==> config.mk <==
export PLATFORM = sky130hd
export DESIGN_NAME = fp_unpack
export DESIGN_NICKNAME = d
export VERILOG_FILES = /design/src/rtl/fpu_unpack_pkg.sv /design/src/rtl/fpu_lzc.sv /design/src/rtl/fpu_normalizer.sv /design/src/rtl/fpu_int_decode.sv /design/src/rtl/fpu_float_decode.sv /design/src/rtl/fp_unpack.sv
export SDC_FILE = /design/constraint.sdc
export NUM_CORES = 1
export LEC_CHECK = 0
export BUFFER_PORTS_ARGS = -buffer_cell sky130_fd_sc_hd__buf_2
export CAP_MARGIN = 20
export CORE_AREA = 2 2 206 208
export CTS_CLUSTER_DIAMETER = 30
export DETAILED_ROUTE_END_ITERATION = 12
export DIE_AREA = 0 0 208 210
export PLACE_DENSITY = 0.54
export SETUP_SLACK_MARGIN = 0.3
export SLEW_MARGIN = 20
export SYNTH_ARGS = -nofsm -noshare
export SYNTH_HDL_FRONTEND = slang
export SYNTH_SLANG_ARGS = --single-unit
export TNS_END_PERCENT = 20
==> constraint.sdc <==
create_clock -name clk -period 3.2 [get_ports clk]
set_input_delay 0.64 -clock clk [delete_from_list [all_inputs] [get_ports clk]]
set_output_delay 0.64 -clock clk [all_outputs]
set_load 0.05 [all_outputs]
==> src/rtl/fpu_unpack_pkg.sv <==
package fpu_unpack_pkg;

    localparam int MANT_W   = 80;
    localparam int EXP_W    = 17;
    localparam int WORD_W   = 32;
    localparam int QUIET_IX = MANT_W - 2;

    localparam int SGL_EXP  = 8;
    localparam int SGL_FRAC = 23;
    localparam int SGL_BIAS = 127;
    localparam int DBL_EXP  = 11;
    localparam int DBL_FRAC = 52;
    localparam int DBL_BIAS = 1023;
    localparam int EXT_EXP  = 15;
    localparam int EXT_SIG  = 64;
    localparam int EXT_BIAS = 16383;

    typedef enum logic [2:0] {
        OP_BYTE   = 3'd0,
        OP_WORD   = 3'd1,
        OP_LONG   = 3'd2,
        OP_SINGLE = 3'd3,
        OP_DOUBLE = 3'd4,
        OP_EXT    = 3'd5
    } optype_e;

    typedef enum logic [2:0] {
        CLS_ZERO = 3'd0,
        CLS_NUM  = 3'd1,
        CLS_INF  = 3'd2,
        CLS_QNAN = 3'd3,
        CLS_SNAN = 3'd4
    } class_e;

    // Decoded operand before normalization
    typedef struct packed {
        class_e                   cls;
        logic signed [EXP_W-1:0]  exp;
        logic [MANT_W-1:0]        mant;
        logic                     norm;
    } pre_t;

endpackage

==> src/rtl/fpu_lzc.sv <==
module fpu_lzc #(
    parameter int W  = 80,
    localparam int CW = $clog2(W + 1)
) (
    input  logic [W-1:0]  vec,
    output logic [CW-1:0] cnt
);
    always_comb begin
        cnt = CW'(W);
        for (int i = 0; i < W; i++) begin
            if (vec[i]) cnt = CW'(W - 1 - i);
        end
    end
endmodule

==> src/rtl/fpu_normalizer.sv <==
module fpu_normalizer #(
    parameter int MW = 80,
    parameter int EW = 17
) (
    input  logic                 enable,
    input  logic [MW-1:0]        mant_i,
    input  logic signed [EW-1:0] exp_i,
    output logic [MW-1:0]        mant_o,
    output logic signed [EW-1:0] exp_o
);
    localparam int CW = $clog2(MW + 1);

    logic [CW-1:0] lead_zeros;

    fpu_lzc #(.W(MW)) u_lzc (
        .vec (mant_i),
        .cnt (lead_zeros)
    );

    always_comb begin
        if (enable) begin
            mant_o = mant_i << lead_zeros;
            exp_o  = exp_i - $signed({{(EW - CW){1'b0}}, lead_zeros});
        end else begin
            mant_o = mant_i;
            exp_o  = exp_i;
        end
    end
endmodule

==> src/rtl/fpu_int_decode.sv <==
module fpu_int_decode
    import fpu_unpack_pkg::*;
#(
    parameter int INT_W = 32
) (
    input  optype_e          kind,
    input  logic [INT_W-1:0] word,
    output pre_t             pre_o
);
    localparam int PAD     = MANT_W - INT_W;
    localparam int TOP_EXP = INT_W - 1;

    logic signed [INT_W-1:0] value;
    logic [INT_W-1:0]        magnitude;

    always_comb begin
        unique case (kind)
            OP_BYTE: value = {{(INT_W - 8){word[INT_W-1]}},  word[INT_W-1 -: 8]};
            OP_WORD: value = {{(INT_W - 16){word[INT_W-1]}}, word[INT_W-1 -: 16]};
            default: value = word;
        endcase
        magnitude = value[INT_W-1] ? INT_W'(-value) : INT_W'(value);

        pre_o = '0;
        if (magnitude == '0) begin
            pre_o.cls = CLS_ZERO;
        end else begin
            pre_o.cls  = CLS_NUM;
            pre_o.exp  = EXP_W'(TOP_EXP);
            pre_o.mant = {magnitude, {PAD{1'b0}}};
            pre_o.norm = 1'b1;
        end
    end
endmodule

==> src/rtl/fpu_float_decode.sv <==
module fpu_float_decode
    import fpu_unpack_pkg::*;
#(
    parameter int EXP_BITS     = 8,
    parameter int SIG_BITS     = 23,
    parameter int BIAS         = 127,
    parameter bit EXPLICIT_INT = 1'b0
) (
    input  logic [EXP_BITS-1:0] exp_field,
    input  logic [SIG_BITS-1:0] sig_field,
    output pre_t                pre_o
);
    localparam logic [EXP_BITS-1:0] EXP_MAX = '1;

    logic [MANT_W-1:0]       mant_raw;
    logic [MANT_W-1:0]       mant_lead;
    logic signed [EXP_W-1:0] den_exp;

    generate
        if (EXPLICIT_INT) begin : g_explicit
            localparam int PAD = MANT_W - SIG_BITS;
            assign mant_raw  = {sig_field, {PAD{1'b0}}};
            assign mant_lead = {1'b1, sig_field[SIG_BITS-2:0], {PAD{1'b0}}};
            assign den_exp   = EXP_W'(-BIAS);
        end else begin : g_implicit
            localparam int PAD = MANT_W - 1 - SIG_BITS;
            assign mant_raw  = {1'b0, sig_field, {PAD{1'b0}}};
            assign mant_lead = {1'b1, sig_field, {PAD{1'b0}}};
            assign den_exp   = EXP_W'(1 - BIAS);
        end
    endgenerate

    always_comb begin
        pre_o = '0;
        if (exp_field == '0) begin
            if (sig_field == '0) begin
                pre_o.cls = CLS_ZERO;
            end else begin
                pre_o.cls  = CLS_NUM;
                pre_o.exp  = den_exp;
                pre_o.mant = mant_raw;
                pre_o.norm = 1'b1;
            end
        end else if (exp_field == EXP_MAX) begin
            if (sig_field == '0) begin
                pre_o.cls = CLS_INF;
            end else begin
                pre_o.cls  = CLS_QNAN;
                pre_o.mant = mant_raw;
            end
        end else begin
            pre_o.cls  = CLS_NUM;
            pre_o.exp  = EXP_W'(int'(exp_field) - BIAS);
            pre_o.mant = mant_lead;
        end
    end
endmodule

==> src/rtl/fp_unpack.sv <==
module fp_unpack
    import fpu_unpack_pkg::*;
(
    input  logic        clk,
    input  logic        rst_n,
    input  logic        in_valid,
    input  logic [2:0]  in_type,
    input  logic [31:0] in_word0,
    input  logic [31:0] in_word1,
    input  logic [31:0] in_word2,
    output logic        out_valid,
    output logic        out_err,
    output logic        out_sign,
    output logic [16:0] out_exp,
    output logic [79:0] out_mant,
    output logic [2:0]  out_class,
    output logic        out_snan_sticky
);
    typedef struct packed {
        logic                    valid;
        logic                    err;
        logic                    sign;
        logic signed [EXP_W-1:0] exp;
        logic [MANT_W-1:0]       mant;
        class_e                  cls;
        logic                    sticky;
    } state_t;

    state_t st_d, st_q;

    optype_e kind;
    assign kind = optype_e'(in_type);

    pre_t int_pre, sgl_pre, dbl_pre, ext_pre, sel_pre;
    logic type_bad;

    fpu_int_decode #(.INT_W(WORD_W)) u_int (
        .kind  (kind),
        .word  (in_word0),
        .pre_o (int_pre)
    );

    fpu_float_decode #(
        .EXP_BITS(SGL_EXP), .SIG_BITS(SGL_FRAC), .BIAS(SGL_BIAS), .EXPLICIT_INT(1'b0)
    ) u_sgl (
        .exp_field (in_word0[WORD_W-2 -: SGL_EXP]),
        .sig_field (in_word0[SGL_FRAC-1:0]),
        .pre_o     (sgl_pre)
    );

    fpu_float_decode #(
        .EXP_BITS(DBL_EXP), .SIG_BITS(DBL_FRAC), .BIAS(DBL_BIAS), .EXPLICIT_INT(1'b0)
    ) u_dbl (
        .exp_field (in_word0[WORD_W-2 -: DBL_EXP]),
        .sig_field ({in_word0[DBL_FRAC-WORD_W-1:0], in_word1}),
        .pre_o     (dbl_pre)
    );

    fpu_float_decode #(
        .EXP_BITS(EXT_EXP), .SIG_BITS(EXT_SIG), .BIAS(EXT_BIAS), .EXPLICIT_INT(1'b1)
    ) u_ext (
        .exp_field (in_word0[WORD_W-2 -: EXT_EXP]),
        .sig_field ({in_word1, in_word2}),
        .pre_o     (ext_pre)
    );

    always_comb begin
        type_bad = 1'b0;
        unique case (in_type)
            OP_BYTE, OP_WORD, OP_LONG: sel_pre = int_pre;
            OP_SINGLE:                 sel_pre = sgl_pre;
            OP_DOUBLE:                 sel_pre = dbl_pre;
            OP_EXT:                    sel_pre = ext_pre;
            default: begin
                sel_pre  = '0;
                type_bad = 1'b1;
            end
        endcase
    end

    logic [MANT_W-1:0]       norm_mant;
    logic signed [EXP_W-1:0] norm_exp;

    fpu_normalizer #(.MW(MANT_W), .EW(EXP_W)) u_norm (
        .enable (sel_pre.norm),
        .mant_i (sel_pre.mant),
        .exp_i  (sel_pre.exp),
        .mant_o (norm_mant),
        .exp_o  (norm_exp)
    );

    logic snan_hit;

    always_comb begin
        st_d       = st_q;
        st_d.valid = in_valid;
        snan_hit   = 1'b0;
        if (in_valid) begin
            st_d.err  = type_bad;
            st_d.sign = type_bad ? 1'b0 : in_word0[WORD_W-1];
            st_d.exp  = norm_exp;
            st_d.mant = norm_mant;
            st_d.cls  = sel_pre.cls;
            // quiet every NaN, signalling ones keep their own class
            if (sel_pre.cls == CLS_QNAN && !norm_mant[QUIET_IX]) begin
                st_d.mant[QUIET_IX] = 1'b1;
                st_d.cls            = CLS_SNAN;
                snan_hit            = 1'b1;
            end
        end
        st_d.sticky = st_q.sticky | snan_hit;
    end

    always_ff @(posedge clk or negedge rst_n) begin
        if (!rst_n) begin
            st_q <= '{valid: 1'b0, err: 1'b0, sign: 1'b0, exp: '0,
                      mant: '0, cls: CLS_ZERO, sticky: 1'b0};
        end else begin
            st_q <= st_d;
        end
    end

    assign out_valid       = st_q.valid;
    assign out_err         = st_q.err;
    assign out_sign        = st_q.sign;
    assign out_exp         = st_q.exp;
    assign out_mant        = st_q.mant;
    assign out_class       = st_q.cls;
    assign out_snan_sticky = st_q.sticky;

    // one-cycle latency and hold while idle
    a_r11_valid_follows: assert property (@(posedge clk) disable iff (!rst_n)
        in_valid |=> out_valid);
    a_r11_fields_hold: assert property (@(posedge clk) disable iff (!rst_n)
        !in_valid |=> !out_valid && $stable(out_mant) && $stable(out_exp) && $stable(out_class));
    // every number leaves with its leading one at the top
    a_r4_lead_one: assert property (@(posedge clk) disable iff (!rst_n)
        out_valid && out_class == CLS_NUM |-> out_mant[MANT_W-1]);
    // zero and infinity carry empty fields
    a_r7_empty_fields: assert property (@(posedge clk) disable iff (!rst_n)
        out_valid && (out_class == CLS_ZERO || out_class == CLS_INF) |-> out_mant == '0 && out_exp == '0);
    // no NaN leaves with the quiet bit clear
    a_r8_nan_quiet: assert property (@(posedge clk) disable iff (!rst_n)
        out_valid && (out_class == CLS_QNAN || out_class == CLS_SNAN) |-> out_mant[QUIET_IX]);
    // sticky flag never drops and covers every signalling result
    a_r9_sticky_holds: assert property (@(posedge clk) disable iff (!rst_n)
        out_snan_sticky |=> out_snan_sticky);
    a_r9_sticky_on_snan: assert property (@(posedge clk) disable iff (!rst_n)
        out_valid && out_class == CLS_SNAN |-> out_snan_sticky);
    // undefined type gives empty fields
    a_r10_err_fields: assert property (@(posedge clk) disable iff (!rst_n)
        out_err |-> out_class == CLS_ZERO && out_mant == '0 && !out_sign);

endmodule

# Word level (Yosys, flattened, before mapping)
# Index checks and enable logic that the tools add are counted.
# totals
reg_bits	104
input_bits	102
out_inout_bits	104
wordCells	155
# op_classes
n_addsub	5
eq_ne	9
shift	1
n_mux	120
n_bitwise	1
reduce_logical	12
# ops
op	count
$mux W7	79
$pmux W101 S4	1
$mux W80	5
$mux W100	3
$mux W98	3
$mux W79	2
$mux W86	1
$shl A80 B7 Y80	1
$mux W17	4
$logic_not A64 Y1	1
$pmux W31 S2	1
$logic_not A52 Y1	1
$logic_not A32 Y1	1
$mux W32	1
$neg A32 Y32	1
$logic_not A23 Y1	1
$sub A17 B8 Y17	1
$sub A15 B14 Y16 const B	1
$eq A15 B15 Y1 const B	1
$logic_not A15 Y1	1
$mux W1	15
$sub A11 B10 Y12 const B	1
$eq A11 B11 Y1 const B	1
$logic_not A11 Y1	1
15 further kinds	20

# Logic depth before layout (Yosys ltp)
# Gate-level depths: netlist of run 1.
# depth
depth_word	94
ltp_mapped	30
depth_no_buf	26

# Modules after synthesis
# A second synthesis of run 1 with hierarchy kept.
# unflattened
cells_unflattened	2568
area_unflattened_um2	20348.3
# modules_own_cells
mod	instances	cells_each	area_per_inst_um2	seq_area_each_um2
fpu_normalizer	1	1067	8176.6	0.0
fp_unpack	1	498	6072.1	2602.5
fpu_int_decode	1	366	2412.3	0.0
fpu_lzc	1	182	1019.7	0.0
fpu_float_decode (u_ext)	1	167	930.9	0.0
fpu_float_decode (u_dbl)	1	154	883.3	0.0
fpu_float_decode (u_sgl)	1	134	853.3	0.0

# Least setup slack after synthesis of run 1
# OpenSTA, ideal clock, no wires.
# synth_timing
path_kind	input to register
from	input port in_word0[16]
to	register st_q (netlist bit out_exp[14])
setup_ps	125
arrival_ps	6403
required_ps	3075
path_slack_ps	-3328
stages	29
path_cell_list	clkbuf_1 -> inv_1 -> ha_1 -> nor3b_1 -> nand4_1 -> nor4_2 -> a21oi_1 -> clkbuf_1 -> a22o_1 -> nor3_1 -> o21ai_0 -> a2111oi_0 -> o311ai_1 -> o211a_1 -> buf_2 -> inv_2 -> buf_2 -> clkbuf_1 -> buf_1 -> ha_1 -> a21o_1 -> a21oi_1 -> nor2b_1 -> o21a_1 -> o21ai_0 -> and4_1 -> nand4_1 -> xnor2_1 -> mux2_2
# synth_between
elab_chain_cells	86
word_cells_on_any_way	107
classes_between	add/sub (3); eq/ne (1); mux (99); reduce/logical (4)
# synth_rtl
element	line_no	rtl
start, declared	fp_unpack.sv:8	input logic [31:0] in_word0,
$eq A15 B15 Y1	fpu_float_decode.sv:44	end else if (exp_field == EXP_MAX) begin
$mux W80	fpu_float_decode.sv:44	
$mux W100	fpu_float_decode.sv:35	if (exp_field == '0) begin
$pmux W101 S4 (*)	fp_unpack.sv:69	unique case (in_type)
$mux W5	fpu_lzc.sv:11	if (vec[i]) cnt = CW'(W - 1 - i);
$mux W7 (79 in series)	fpu_lzc.sv:11	
$sub A17 B8 Y17	fpu_normalizer.sv:23	exp_o = exp_i - $signed({{(EW - CW){1'b0}}, lead_zeros});
$mux W17 (*)	fpu_normalizer.sv:21	if (enable) begin
end signal, assigned	fp_unpack.sv:116	st_q <= '{valid: 1'b0, err: 1'b0, sign: 1'b0, exp: '0,
end signal, assigned	fp_unpack.sv:119	st_q <= st_d;
end, declared	fp_unpack.sv:29	state_t st_d, st_q;
# Mark *: on every way between the ends. The rest lies on a longest branch, timed or not.
# A chain may end at the register's enable or synchronous reset.

# Worst setup path after layout of run 1
# layout_timing
from	input port in_word2[28]
to	register st_q (netlist bit out_exp[14])
# layout_between
elab_chain_cells	71
word_cells_on_any_way	73
classes_between	add/sub (1); mux (71); reduce/logical (1)
# layout_rtl
element	line_no	rtl
start, declared	fp_unpack.sv:10	input logic [31:0] in_word2,
$logic_not A64 Y1	fpu_float_decode.sv:36, fpu_float_decode.sv:45	
$mux W80	fpu_float_decode.sv:45	if (sig_field == '0) begin
$mux W80	fpu_float_decode.sv:44	
$mux W100	fpu_float_decode.sv:35	
$pmux W101 S4 (*)	fp_unpack.sv:69	
$mux W7 (64 in series)	fpu_lzc.sv:11	
$sub A17 B8 Y17	fpu_normalizer.sv:23	
$mux W17 (*)	fpu_normalizer.sv:21	
# Marked as above.

==> flow_summary.toml, run 1 <==
[floorplan]
initial_core_util = 0.356
die_x_um = 208
chipHeight_um = 210
rows = 75
die-area_um2 = 43700
io_pins = 206
coreArea_um2 = 41500

[clocking]
holdBufCountCts = 0
cts_tree = "built"
cts-buffers-inserted = 9
clk_pin_slew_worst_paths_ns = 0.07
cts_max_level = 3
root_buffer = "clkbuf_16"
cts.sinks = 88
ctsLongestPathBuffers = 2
worstSkewPairLatency_ns = 0.35

[sta]
max-slew-margin-rel = 0.340
slew_viol_final = 0
layout_setup_ws_ns = -2.54
tns_ns = -186.27
period_share = 1.79
fmax_ghz = 0.174
skew_ns = 0
hold_viol = 0
fin_hold_ws_ns = 0.236
setup_viol_count_final = 85
fin_crit_ns = 5.74
rsz0062_at_grt = "true"
worst_pin_slew_ns = 0.982

[grt]
gr-total-overflow = 0
grt_usage = 0.472
grt_max_degree = 135
grt_pass1_wl_mm = 154
antenna_found_initial = 1
grt_pass1_vias = 23081

[critical_path]
rrSetupSlack_ns = 1.77
cp.arrival_ns = 5.98
crit_start = "in_word2[28]"
criticalPathCategory = "in2reg"
rr_endpoint = "out_mant[61]$_DFFE_PN0P_"
crit_end = "out_exp[14]$_DFFE_PN0P_"
r2r-start = "out_mant[61]$_DFFE_PN0P_"
path_max_fanout = 5
cp-start-kind = "input pin"
worstPathRequired_ns = 3.44
worstRegToRegCells = 4
critPathCaptureType = "register"

[pwr]
powerDensity_nw_per_um2 = 425
pwr-share-seq = 0.126
p_sw_frac = 0.504
internal_power_mw = 5.65
power_leakage_nw = 11.6
peakVddDrop_v = 0.000370
pwr-share-clk = 0.107
p_sw_mw = 5.74
totalPowerFinal_mw = 11.4
p_comb_frac = 0.767

[yosys]
syn_inst = 2088
ys.flop_type = "dfrtp_1"
synth_commonest_cells = "nor2_1, nand2_1, o21ai_0, a21oi_1, nand3_1"
yosys.area.top_type = "dfrtp_1"
synth_top_area_frac = 0.149
yosysSeqAreaShare = 0.149
yosysWarningCount = 0
syn-cell-area_um2 = 14800
synth_area_leaders = "dfrtp_1, nor2_1, nand2_1, o21ai_0, a21oi_1"
async_flop_share = 1.00
syn_area_per_cell_um2 = 7.08
synthDistinctLibCells = 120
synth_edf_count = 0
synth_most_common_cell = "nor2_1"
yosys_register_bits = 88

[routing]
drtPass1Iterations = 9
finalWirelength_mm = 107
via_per_inst = 6.51
wl_per_cell_um = 29.2
dr_total_vias = 23946
ant_nets = 0
drt_iter0_drc = 3119
route.detailed.drc = 0

[place]
gp_congestion = 1.10
portBuffers = 189
dp_cells = 3554
postPlaceCellArea_um2 = 23000
hpwlAfterDp_mm = 85.6

[worst_hold_path]
hp-class = "in2async"

[layout]
final_area_um2 = 26800
fin_cells = 3677
area_delta_synth_final_pct = 81.1
drive_gt1_frac = 0.528
fin_nets = 3249

[run]
drv_cap = 0

[status]
violations = "negative setup slack"
status = "complete, but fails checks"
## power by group through the flow
stage	Clock [mW]	Combinational [mW]	Sequential (mW)
floorplan	0	2.83	2.10
global route	1.27	8.99	1.45
detailed placement	0	7.14	1.45
CTS	1.22	7.71	1.43
global placement	0	7.09	1.44
finish	1.21	8.74	1.43
## layout by cell type, fill, tap and decap left out, types with 23 or more instances in the layout
master and n:
nand3_1 95, nand2_1 162, dfrtp_1 88, buf_2 179, a21oi_2 23, o211ai_1 46
a22o_1 35, nor2_1 205, a22oi_1 38, nor3_1 55, xnor2_1 32, inv_1 25
a31oi_1 35, a21oi_1 88, o21a_1 34, o21ai_0 94, buf_4 923, buf_6 71
buf_12 26, o21ai_1 27, nand2_2 23
## critical path: stages
cell and delay (ns):
buf_6 0.09, or3_4 0.37, or4_1 0.40, or3_4 0.37, buf_6 0.14, o21ai_4 0.16
nand2_2 0.11, buf_6 0.15, buf_6 0.12, a222oi_1 0.37, a21bo_2 0.30, a21oi_4 0.18
o211ai_4 0.12, a211oi_4 0.29, nor2_4 0.07, inv_2 0.09, ha_4 0.13, inv_2 0.04
fa_2 0.33, a21o_1 0.17, a21oi_2 0.14, nor2b_1 0.07, o21a_1 0.19, o21ai_2 0.14
and4_1 0.22, nand4_1 0.14, xnor2_1 0.16, mux2_4 0.27
## routing by layer
layer / vias to the layer above / global-route usage / wire length [um]
li1: 10292 / - / -
met1: 11515 / 0.546 / 38200
met2: 1655 / 0.734 / 47000
met3: 484 / 0.114 / 11000
met4: 0 / 0.405 / 11300
met5: - / 0 / 0
## repair_timing
| action | CTS | global route |
|---|---|---|
| endpoints found under the setup margin | 85 | 85 |
| cloned | 1 | 2 |
| setup buffers | 53 | 50 |
| pin swaps | 97 | 107 |
| resized for setup | 309 | 252 |
## state kept, by name, indices dropped and copies added (netlist names)
register,cells
out_valid,1
out_err,1
out_snan_sticky,1
out_sign,1
out_exp,17
out_mant,64
out_class,3
## how the worst min path moves through the flow
stage,cells past startpoint,endpoint
after floorplan,0,out_class[0]$_DFFE_PN0P_
after global placement,1,out_snan_sticky$_DFF_PN0_
after detailed placement,1,out_snan_sticky$_DFF_PN0_
after CTS,1,out_mant[34]$_DFFE_PN0P_
after global routing,1,out_mant[18]$_DFFE_PN0P_
final,1,out_mant[34]$_DFFE_PN0P_
## cell type report
type,count,area (um^2)
flip-flops and latches,88,2200
inverters,36,140
multi-input cells,1786,14100
diodes,1,2.50
well taps,539,674
repair buffers,1211,9350
clock inverters,4,76.3
clock buffers,12,256
fillers,3742,14700
## cell families after synthesis
group,synth area share
compound gates,0.434
xor+xnor,0.0302
fa+ha+maj,0.0132
buf+inv,0.0716
flops,0.149
mux,0.0429
other cells,0.000254
simple gates,0.259
## metrics by stage
| step | setup WS (ns) | utilization |
|---|---|---|
| floorplan | -2.85 | - |
| global placement | -3.30 | 0.554 |
| detailed placement | -3.34 | 0.554 |
| CTS | -2.45 | 0.604 |
| global route | -2.78 | 0.645 |
| finish | -2.54 | 0.645 |
(Power assumes the default switching activity.)
==> run 2, diff against run 1 <==
--- a/config.mk
+++ b/config.mk
@@ -13,6 +13,7 @@
 export DIE_AREA = 0 0 208 210
 export PLACE_DENSITY = 0.54
 export SETUP_SLACK_MARGIN = 0.3
+export SKIP_LAST_GASP = 1
 export SLEW_MARGIN = 20
 export SYNTH_ARGS = -nofsm -noshare
 export SYNTH_HDL_FRONTEND = slang
==> flow_summary.toml, run 2 (synthesized netlist as in run 1, its figures left out) <==
[grt]
antenna_found_initial = 2
grt_pass1_wl_mm = 152
grt_usage = 0.465
gr-total-overflow = 0
grt_max_degree = 135
grt_pass1_vias = 23130

[floorplan]
chipHeight_um = 210
io_pins = 206
rows = 75
die-area_um2 = 43700
initial_core_util = 0.356
coreArea_um2 = 41500
die_x_um = 208

[pwr]
p_sw_mw = 5.54
power_leakage_nw = 11.3
peakVddDrop_v = 0.000366
powerDensity_nw_per_um2 = 424
p_sw_frac = 0.504
internal_power_mw = 5.45
p_comb_frac = 0.759
totalPowerFinal_mw = 11.0
pwr-share-clk = 0.110
pwr-share-seq = 0.130

[sta]
fin_hold_ws_ns = 0.235
worst_pin_slew_ns = 1.00
rsz0062_at_grt = "true"
tns_ns = -192.27
layout_setup_ws_ns = -2.51
max-slew-margin-rel = 0.327
slew_viol_final = 0
hold_viol = 0
skew_ns = 0
fin_crit_ns = 5.71
period_share = 1.78
fmax_ghz = 0.175
setup_viol_count_final = 85

[clocking]
worstSkewPairLatency_ns = 0.36
cts_tree = "built"
cts-buffers-inserted = 9
cts_max_level = 3
holdBufCountCts = 0
cts.sinks = 88
ctsLongestPathBuffers = 2
root_buffer = "clkbuf_16"
clk_pin_slew_worst_paths_ns = 0.07

[critical_path]
critPathMaxStageDelay_ns = 0.42
critPathCaptureType = "register"
cp.arrival_ns = 5.95
criticalPathCategory = "in2reg"
cp_slowest_cell = "nor3_1"
path_max_fanout = 5
worstPathRequired_ns = 3.44
crit_path_frequent_cell = "buf_6"
cp-start-kind = "input pin"

[status]
violations = "negative setup slack"
status = "complete, but fails checks"

[routing]
via_per_inst = 6.50
drt_iter0_drc = 3186
finalWirelength_mm = 106
drtPass1Iterations = 7
ant_nets = 0
route.detailed.drc = 0
wl_per_cell_um = 28.9
dr_total_vias = 23791

[layout]
drive_gt1_frac = 0.495
final_common_cell = "buf_4"
area_delta_synth_final_pct = 75.3
nFillCells = 3849
layout_common_cells = "buf_4, nor2_1, buf_2"
multi_input_area_um2 = 13400
largest_register_ffs = 64
fin_nets = 3231
utilization = 0.624
final-seq-area_um2 = 2200

[place]
pre_cts_slack_ns = -3.34
portBuffers = 189
gp_congestion = 1.10
hpwlAfterDp_mm = 85.6

[worst_hold_path]
hp-class = "in2async"

[run]
drv_cap = 0
==> run 2: cell types whose count changed in the layout (fill, tap and decap cells not counted), sizes merged <==
| cell | delta |
|---|---|
| clkbuf | -1 |
| buf | -17 |
==> run 2: power by group through the flow <==
stage	Clock [mW]	Combinational, mW	Sequential, mW
after floorplan	0	2.83	2.10
after detailed placement	0	7.14	1.45
after CTS	1.22	7.56	1.43
final	1.21	8.35	1.43
after global routing	1.27	8.60	1.45
after global placement	0	7.09	1.44
==> run 2: worst paths after layout <==
path	from	end	slack (ns)	depth (start not counted)
min reg2reg	out_snan_sticky$_DFF_PN0_	out_snan_sticky$_DFF_PN0_	0.47	1
max	in_word2[28]	out_mant[54]$_DFFE_PN0P_	-2.51	28
min	rst_n	out_mant[34]$_DFFE_PN0P_	0.24	1
max reg2reg	out_mant[61]$_DFFE_PN0P_	out_mant[61]$_DFFE_PN0P_	1.88	4
max in group asynchronous	rst_n	out_exp[14]$_DFFE_PN0P_	2.27	2
min in group clk	out_snan_sticky$_DFF_PN0_	out_snan_sticky$_DFF_PN0_	0.47	1
==> run 2: final cells by class <==
class | instances | share of cell area
multi-input cells | 1786 | 0.519
repair buffers | 1193 | 0.352
flip-flops and latches | 88 | 0.0850
well taps | 539 | 0.0260
clock buffers | 12 | 0.00990
inverters | 36 | 0.00541
clock inverters | 4 | 0.00295
diodes | 1 | 0.0000966
==> run 2: timing repair <==
item	CTS	global route
pin swaps	70	77
gates cloned	1	1
endpoints found under the setup margin	85	85
gates resized for setup	211	196
buffers inserted	53	33
==> run 2: worst max-delay path: cells and delay by family <==
kind / cells / cell delay [ns]
compound gates: 8 / 1.60
buf+inv: 12 / 1.63
simple gates: 8 / 2.07
==> run 2: routing by layer <==
metal,GRT usage,vias to the layer above,wire (um)
met5,0,-,0
met4,0.401,0,10900
met3,0.109,473,10800
met2,0.729,1672,46500
met1,0.536,11391,37700
li1,-,10255,-
==> run 2: stage by stage <==
stage                     cell area [um^2]  std cells
after floorplan                      15200       2103
after global placement               23000       3554
after detailed placement             23000       3554
after CTS                            24600       3624
after global routing                 25900       3658
final                                25900       3659
